===== src/rtl/vc_pkg.sv =====
package vc_pkg;
  typedef enum logic [1:0] {
    ST_LOOK = 2'd0,
    ST_WB   = 2'd1,
    ST_FILL = 2'd2
  } vc_state_e;
endpackage


===== src/rtl/vc_main_array.sv =====
module vc_main_array #(
  parameter int unsigned IDX_W  = 3,
  parameter int unsigned TAG_W  = 9,
  parameter int unsigned DATA_W = 32
) (
  input  logic              clk_i,
  input  logic              rst_ni,
  input  logic [IDX_W-1:0]  rd_idx_i,
  output logic              rd_valid_o,
  output logic              rd_dirty_o,
  output logic [TAG_W-1:0]  rd_tag_o,
  output logic [DATA_W-1:0] rd_data_o,
  input  logic              wr_en_i,
  input  logic [IDX_W-1:0]  wr_idx_i,
  input  logic [TAG_W-1:0]  wr_tag_i,
  input  logic [DATA_W-1:0] wr_data_i,
  input  logic              wr_dirty_i
);
  localparam int unsigned LINES = 1 << IDX_W;

  logic [LINES-1:0]  valid_q, dirty_q;
  logic [TAG_W-1:0]  tag_q  [LINES];
  logic [DATA_W-1:0] data_q [LINES];

  assign rd_valid_o = valid_q[rd_idx_i];
  assign rd_dirty_o = dirty_q[rd_idx_i];
  assign rd_tag_o   = tag_q[rd_idx_i];
  assign rd_data_o  = data_q[rd_idx_i];

  always_ff @(posedge clk_i or negedge rst_ni) begin
    if (!rst_ni) begin
      valid_q <= '0;
      dirty_q <= '0;
    end else if (wr_en_i) begin
      valid_q[wr_idx_i] <= 1'b1;
      dirty_q[wr_idx_i] <= wr_dirty_i;
    end
  end

  always_ff @(posedge clk_i) begin
    if (wr_en_i) begin
      tag_q[wr_idx_i]  <= wr_tag_i;
      data_q[wr_idx_i] <= wr_data_i;
    end
  end
endmodule


===== src/rtl/vc_victim_store.sv =====
module vc_victim_store #(
  parameter int unsigned ADDR_W  = 12,
  parameter int unsigned DATA_W  = 32,
  parameter int unsigned ENTRIES = 4,
  localparam int unsigned SLOT_W = $clog2(ENTRIES)
) (
  input  logic               clk_i,
  input  logic               rst_ni,
  input  logic [ADDR_W-1:0]  look_addr_i,
  output logic [ENTRIES-1:0] hit_vec_o,
  output logic               hit_o,
  output logic [SLOT_W-1:0]  hit_slot_o,
  output logic [DATA_W-1:0]  hit_data_o,
  output logic               hit_dirty_o,
  output logic [SLOT_W-1:0]  sel_slot_o,
  output logic               sel_valid_o,
  output logic               sel_dirty_o,
  output logic [ADDR_W-1:0]  sel_addr_o,
  output logic [DATA_W-1:0]  sel_data_o,
  input  logic               wr_en_i,
  input  logic [SLOT_W-1:0]  wr_slot_i,
  input  logic               wr_valid_i,
  input  logic [ADDR_W-1:0]  wr_addr_i,
  input  logic [DATA_W-1:0]  wr_data_i,
  input  logic               wr_dirty_i
);
  logic [ENTRIES-1:0] valid_q, dirty_q;
  logic [ADDR_W-1:0]  addr_q [ENTRIES];
  logic [DATA_W-1:0]  data_q [ENTRIES];
  logic [SLOT_W-1:0]  age_q  [ENTRIES];

  for (genvar g = 0; g < ENTRIES; g++) begin : g_cmp
    assign hit_vec_o[g] = valid_q[g] && (addr_q[g] == look_addr_i);
  end

  assign hit_o = |hit_vec_o;

  always_comb begin
    hit_slot_o = '0;
    for (int i = 0; i < ENTRIES; i++) begin
      if (hit_vec_o[i]) hit_slot_o = SLOT_W'(i);
    end
  end

  assign hit_data_o  = data_q[hit_slot_o];
  assign hit_dirty_o = dirty_q[hit_slot_o];

  // empty entry first, otherwise the oldest one
  always_comb begin
    logic found;
    found      = 1'b0;
    sel_slot_o = '0;
    for (int i = 0; i < ENTRIES; i++) begin
      if (!valid_q[i] && !found) begin
        sel_slot_o = SLOT_W'(i);
        found      = 1'b1;
      end
    end
    if (!found) begin
      for (int i = 0; i < ENTRIES; i++) begin
        if (age_q[i] == SLOT_W'(ENTRIES - 1)) sel_slot_o = SLOT_W'(i);
      end
    end
  end

  assign sel_valid_o = valid_q[sel_slot_o];
  assign sel_dirty_o = dirty_q[sel_slot_o];
  assign sel_addr_o  = addr_q[sel_slot_o];
  assign sel_data_o  = data_q[sel_slot_o];

  always_ff @(posedge clk_i or negedge rst_ni) begin
    if (!rst_ni) begin
      valid_q <= '0;
      dirty_q <= '0;
    end else if (wr_en_i) begin
      valid_q[wr_slot_i] <= wr_valid_i;
      dirty_q[wr_slot_i] <= wr_valid_i && wr_dirty_i;
    end
  end

  always_ff @(posedge clk_i or negedge rst_ni) begin
    if (!rst_ni) begin
      for (int i = 0; i < ENTRIES; i++) age_q[i] <= SLOT_W'(i);
    end else if (wr_en_i && wr_valid_i) begin
      for (int i = 0; i < ENTRIES; i++) begin
        if (SLOT_W'(i) == wr_slot_i)           age_q[i] <= '0;
        else if (age_q[i] < age_q[wr_slot_i]) age_q[i] <= age_q[i] + 1'b1;
      end
    end
  end

  always_ff @(posedge clk_i) begin
    if (wr_en_i) begin
      addr_q[wr_slot_i] <= wr_addr_i;
      data_q[wr_slot_i] <= wr_data_i;
    end
  end
endmodule


===== src/rtl/vc_ctrl.sv =====
module vc_ctrl
  import vc_pkg::*;
(
  input  logic clk_i,
  input  logic rst_ni,
  input  logic req_i,
  input  logic main_hit_i,
  input  logic vict_hit_i,
  input  logic need_wb_i,
  input  logic mem_ack_i,
  output logic hit_o,
  output logic swap_o,
  output logic fill_o,
  output logic mem_req_o,
  output logic mem_we_o
);
  vc_state_e state_q, state_d;

  always_comb begin
    state_d   = state_q;
    hit_o     = 1'b0;
    swap_o    = 1'b0;
    fill_o    = 1'b0;
    mem_req_o = 1'b0;
    mem_we_o  = 1'b0;
    unique case (state_q)
      ST_LOOK: begin
        if (req_i) begin
          if (main_hit_i)      hit_o  = 1'b1;
          else if (vict_hit_i) swap_o = 1'b1;
          else                 state_d = need_wb_i ? ST_WB : ST_FILL;
        end
      end
      ST_WB: begin
        mem_req_o = 1'b1;
        mem_we_o  = 1'b1;
        if (mem_ack_i) state_d = ST_FILL;
      end
      ST_FILL: begin
        mem_req_o = 1'b1;
        fill_o    = mem_ack_i;
        if (mem_ack_i) state_d = ST_LOOK;
      end
      default: state_d = ST_LOOK;
    endcase
  end

  always_ff @(posedge clk_i or negedge rst_ni) begin
    if (!rst_ni) state_q <= ST_LOOK;
    else         state_q <= state_d;
  end
endmodule


===== src/rtl/victim_dm_cache.sv =====
module victim_dm_cache #(
  parameter int unsigned ADDR_W = 12,
  parameter int unsigned DATA_W = 32,
  parameter int unsigned IDX_W  = 3,
  parameter int unsigned VICT_N = 4
) (
  input  logic              clk_i,
  input  logic              rst_ni,
  input  logic              cpu_req_i,
  input  logic              cpu_we_i,
  input  logic [ADDR_W-1:0] cpu_addr_i,
  input  logic [DATA_W-1:0] cpu_wdata_i,
  output logic [DATA_W-1:0] cpu_rdata_o,
  output logic              cpu_hit_o,
  output logic              cpu_stall_o,
  output logic              mem_req_o,
  output logic              mem_we_o,
  output logic [ADDR_W-1:0] mem_addr_o,
  output logic [DATA_W-1:0] mem_wdata_o,
  input  logic              mem_ack_i,
  input  logic [DATA_W-1:0] mem_rdata_i
);
  localparam int unsigned TAG_W  = ADDR_W - IDX_W;
  localparam int unsigned SLOT_W = $clog2(VICT_N);

  logic [IDX_W-1:0]  cur_idx;
  logic [TAG_W-1:0]  cur_tag;
  logic              m_valid, m_dirty;
  logic [TAG_W-1:0]  m_tag;
  logic [DATA_W-1:0] m_data;
  logic              m_wr_en, m_wr_dirty;
  logic [DATA_W-1:0] m_wr_data;

  logic [VICT_N-1:0] v_hit_vec;
  logic              v_hit, v_hit_dirty, v_sel_valid, v_sel_dirty;
  logic [SLOT_W-1:0] v_hit_slot, v_sel_slot;
  logic [DATA_W-1:0] v_hit_data, v_sel_data;
  logic [ADDR_W-1:0] v_sel_addr;
  logic              v_wr_en;

  logic main_hit, need_wb, hit, swap_en, fill_en;

  assign cur_idx = cpu_addr_i[IDX_W-1:0];
  assign cur_tag = cpu_addr_i[ADDR_W-1:IDX_W];

  vc_main_array #(.IDX_W(IDX_W), .TAG_W(TAG_W), .DATA_W(DATA_W)) u_main (
    .clk_i      (clk_i),
    .rst_ni     (rst_ni),
    .rd_idx_i   (cur_idx),
    .rd_valid_o (m_valid),
    .rd_dirty_o (m_dirty),
    .rd_tag_o   (m_tag),
    .rd_data_o  (m_data),
    .wr_en_i    (m_wr_en),
    .wr_idx_i   (cur_idx),
    .wr_tag_i   (cur_tag),
    .wr_data_i  (m_wr_data),
    .wr_dirty_i (m_wr_dirty)
  );

  vc_victim_store #(.ADDR_W(ADDR_W), .DATA_W(DATA_W), .ENTRIES(VICT_N)) u_vict (
    .clk_i       (clk_i),
    .rst_ni      (rst_ni),
    .look_addr_i (cpu_addr_i),
    .hit_vec_o   (v_hit_vec),
    .hit_o       (v_hit),
    .hit_slot_o  (v_hit_slot),
    .hit_data_o  (v_hit_data),
    .hit_dirty_o (v_hit_dirty),
    .sel_slot_o  (v_sel_slot),
    .sel_valid_o (v_sel_valid),
    .sel_dirty_o (v_sel_dirty),
    .sel_addr_o  (v_sel_addr),
    .sel_data_o  (v_sel_data),
    .wr_en_i     (v_wr_en),
    .wr_slot_i   (swap_en ? v_hit_slot : v_sel_slot),
    .wr_valid_i  (m_valid),
    .wr_addr_i   ({m_tag, cur_idx}),
    .wr_data_i   (m_data),
    .wr_dirty_i  (m_dirty)
  );

  assign main_hit = m_valid && (m_tag == cur_tag);
  // a push-out only happens when a valid line must enter a full slot
  assign need_wb  = m_valid && v_sel_valid && v_sel_dirty;

  vc_ctrl u_ctrl (
    .clk_i      (clk_i),
    .rst_ni     (rst_ni),
    .req_i      (cpu_req_i),
    .main_hit_i (main_hit),
    .vict_hit_i (v_hit),
    .need_wb_i  (need_wb),
    .mem_ack_i  (mem_ack_i),
    .hit_o      (hit),
    .swap_o     (swap_en),
    .fill_o     (fill_en),
    .mem_req_o  (mem_req_o),
    .mem_we_o   (mem_we_o)
  );

  always_comb begin
    m_wr_en    = 1'b0;
    m_wr_data  = m_data;
    m_wr_dirty = m_dirty;
    if (hit && cpu_we_i) begin
      m_wr_en    = 1'b1;
      m_wr_data  = cpu_wdata_i;
      m_wr_dirty = 1'b1;
    end else if (swap_en) begin
      m_wr_en    = 1'b1;
      m_wr_data  = v_hit_data;
      m_wr_dirty = v_hit_dirty;
    end else if (fill_en) begin
      m_wr_en    = 1'b1;
      m_wr_data  = mem_rdata_i;
      m_wr_dirty = 1'b0;
    end
  end

  assign v_wr_en = swap_en || (fill_en && m_valid);

  assign mem_addr_o  = mem_we_o ? v_sel_addr : cpu_addr_i;
  assign mem_wdata_o = v_sel_data;

  assign cpu_rdata_o = m_data;
  assign cpu_hit_o   = hit;
  assign cpu_stall_o = cpu_req_i && !hit;
endmodule


===== config.mk =====
export PLATFORM = sky130hd
export DESIGN_NAME = victim_dm_cache
export DESIGN_NICKNAME = d
export VERILOG_FILES = /design/src/rtl/vc_pkg.sv /design/src/rtl/vc_main_array.sv /design/src/rtl/vc_victim_store.sv /design/src/rtl/vc_ctrl.sv /design/src/rtl/victim_dm_cache.sv
export SDC_FILE = /design/constraint.sdc
export NUM_CORES = 1
export LEC_CHECK = 0
export BUFFER_PORTS_ARGS = -buffer_cell sky130_fd_sc_hd__clkbuf_2
export CAP_MARGIN = 5
export CORE_ASPECT_RATIO = 0.6
export CORE_UTILIZATION = 52
export CTS_BUF_LIST = sky130_fd_sc_hd__clkbuf_8 sky130_fd_sc_hd__clkbuf_16
export DETAILED_ROUTE_END_ITERATION = 10
export PLACE_DENSITY = 0.7
export SYNTH_ARGS = -nofsm -noshare
export SYNTH_HDL_FRONTEND = slang
export SYNTH_HIERARCHICAL = 1
export SYNTH_SLANG_ARGS = --single-unit

===== constraint.sdc =====
create_clock -name clk_i -period 6.3 [get_ports clk_i]
set_input_delay 1.26 -clock clk_i [delete_from_list [all_inputs] [get_ports clk_i]]
set_output_delay 1.26 -clock clk_i [all_outputs]
set_load 0.005 [all_outputs]

==> results.md <==
Die:
- The vertical die dimension is 169 um.
- From left edge to right edge, the die measures 280 um.
- The initial core utilization is 0.532.
- The boundary pin count is 161.
- The die covers 47200 um^2.
- The placeable core region is 45300 um^2.
- The floorplan has 60 rows.

Timing:
- The worst pin sits at a relative slew slack of 0.345.
- The final number of max-transition violations was 0.
- The final critical path time including I/O delays and setup is 5.19 ns.
- The final clock skew is 0.0231 ns.
- For this run, the top clock speed supported by timing is 0.193 GHz.
- Setup violations remaining at the end of the flow were counted as 0.
- Setup slack on the critical path of the routed design comes to 1.11 ns.
- Setup repair after global routing left no endpoint under its margin.
- The number of endpoints with negative hold slack in the final report is 0.
- Setup total negative slack on the finished layout was measured at 0 ns.
- The transition time at the pin with the least slew margin is 0.982 ns.
- Dividing the final minimum period by the clock period gives 0.824.

Clock network:
- For the worst-skew pair, the clock arrives at the later sink with an insertion delay of 0.58 ns.
- The post-CTS setup-driven buffer insertion count is 0.
- The post-cts repair resize count is 0.
- In this run, post-CTS hold repair placed 0 buffers.
- The TritonCTS buffer count is 49.
- In this run the deepest clock path goes through 3 buffers.
- Counting every sink on the clock net gives 538.
- CTS built an H-tree with a depth of 2.
- Clock tree synthesis selected as its root buffer the cell sky130_fd_sc_hd__clkbuf_16.
- The CTS tree is yes.
- Clock-pin slew was measured on the worst setup and hold paths at 0.06 ns.

Finish:
- Excluding fillers, the count of instances in the completed layout stands at 2306.
- In the final layout, the share of cells above drive strength 1 is 0.276.
- In the layout the commonest cells are sky130_fd_sc_hd__edfxtp_1 (504), sky130_fd_sc_hd__nand2_1 (178), sky130_fd_sc_hd__clkbuf_2 (157).
- Relative to the synthesized area, the layout overhead comes to 12.7%.
- The total number of nets in the final design is 1738.
- The filler cells instantiated in the layout total 3311.
- After routing the design area is 27100 um^2.
- Leaving out fill and tap cells, the most frequent cell in the layout is sky130_fd_sc_hd__edfxtp_1.

Drt:
- Before antenna repair, the detailed router went through 5 iterations.
- The wire length per cell is 25.8 um.
- The routed via count is 14300.
- The first-iteration detailed-routing DRC count is 1760.
- In the routed design, unresolved DRC markers number 0.
- The aggregate routed wire length is 59.5 mm.
- The remaining antenna violation count is 0.
- The routed via count divided by cell count is 6.18.

Power and ir drop:
- The power per standard cell area is 363 nW/um^2.
- In this run the static leakage power is 9.37 nW.
- VDD sags by at most 339 uV.

Placement:
- Summed over all nets, the half-perimeter wirelength after detailed placement is 36.4 mm.
- The congestion estimate from routability-driven global placement came to 0.880.
- Input and output buffers added on the ports amount to 160.
- The instance area after placement is 25600 um^2.
- Prior to clock tree synthesis, the placed netlist has a worst setup slack of 0.674 ns.
- The number of placed cells counting well taps is 2214.

Critical path:
- The highest net fanout along the worst path is 45.
- STA classifies the critical path startpoint as an input port.
- The data required time of the worst path is 5.04 ns.
- The setup path with the least slack is of type input port to primary output.
- The arrival time reported for the critical path endpoint is 3.93 ns.
- The worst setup path is captured at a primary output.

Global route:
- The via count of the first global-routing pass is 13800.
- The first global-routing pass estimated 88.2 mm of wire.
- For this run, the total global-route usage over all layers was measured as 0.253.
- The initial antenna violation count is 1.
- The maximum number of pins on one net before global-route repair is 88.
- The global route total overflow is 0.

Logic synthesis:
- Synthesis produced a netlist whose cell count is 1487.
- In this run the cell area of the synthesized design comes to 24100 um^2.
- The warning count from the yosys run is 6.
- The number of nets handed over by synthesis was 1580.
- The average size of a mapped cell is 16.2 um^2.

Outcome:
- The flow ran to the end, and the final reports show no timing, DRC or antenna violations.

Job:
- Max-cap violations in this run came to 0.

Min path:
- The min-delay analysis places its worst path in the category register to register.
## sequential cells by signal, summed over array words and instances, names as in the netlist, 4 cells and up
| name | cells |
|---|---|
| u_vict/age_q | 8 |
| u_vict/valid_q | 4 |
| u_main/tag_q | 72 |
| u_main/data_q | 256 |
| u_vict/addr_q | 48 |
| u_main/valid_q | 8 |
| u_main/dirty_q | 8 |
| u_vict/data_q | 128 |
| u_vict/dirty_q | 4 |
## layout make-up
type	count	area, um^2	area share
tap	620	776	0.0286
timing repair buffer	201	1290	0.0477
antenna	1	2.50	0.0000922
clock buffer	54	1320	0.0485
multi-input combinational	840	7440	0.274
inverter	15	60.1	0.00221
clock inverter	37	267	0.00982
sequential	538	16000	0.589
## worst max-delay path: stages
cell,delay [ns]
sky130_fd_sc_hd__buf_6,0.37
sky130_fd_sc_hd__buf_4,0.42
sky130_fd_sc_hd__buf_4,0.72
sky130_fd_sc_hd__mux4_1,0.64
sky130_fd_sc_hd__mux2_4,0.35
sky130_fd_sc_hd__clkbuf_2,0.13
## layer usage
layer  vias to the layer above  track usage  share of wire
li1                       6128            -              -
met1                      7230        0.383           0.43
met2                       780        0.375           0.44
met3                       119       0.0555           0.10
met4                         0       0.0649          0.025
met5                         -            0              0
## worst paths after layout
| path | startpoint | endpoint | slack, ns | depth (start not counted) |
|---|---|---|---|---|
| worst max-delay path | cpu_addr_i[0] | cpu_rdata_o[24] | 1.11 | 6 |
| worst min-delay path | u_main/valid_q[1] | u_main/valid_q[1] | 0.46 | 1 |
| worst max register to register | u_main/tag_q[4][3] | u_vict/age_q[5] | 2.06 | 15 |
| worst min register to register | u_main/valid_q[1] | u_main/valid_q[1] | 0.46 | 1 |
| max in group asynchronous | rst_ni | u_main/dirty_q[1] | 4.90 | 1 |
| min in group asynchronous | rst_ni | u_main/valid_q[2] | 0.82 | 1 |
## metrics by stage
stage,power (mW),util,hold WS (ns)
global placement,6.89,0.565,0.443
finish,9.84,0.600,0.464
CTS,9.86,0.600,0.464
detailed placement,6.94,0.565,0.447
floorplan,6.01,-,0.424
global route,10.2,0.600,0.471
## power by group
group / switching [mW] / total, mW / internal [mW]
Sequential: 0.122 / 4.46 / 4.34
Clock: 1.29 / 2.95 / 1.66
Combinational: 1.56 / 2.43 / 0.872
Total: 2.97 / 9.84 / 6.87
(Power assumes the default switching activity.)
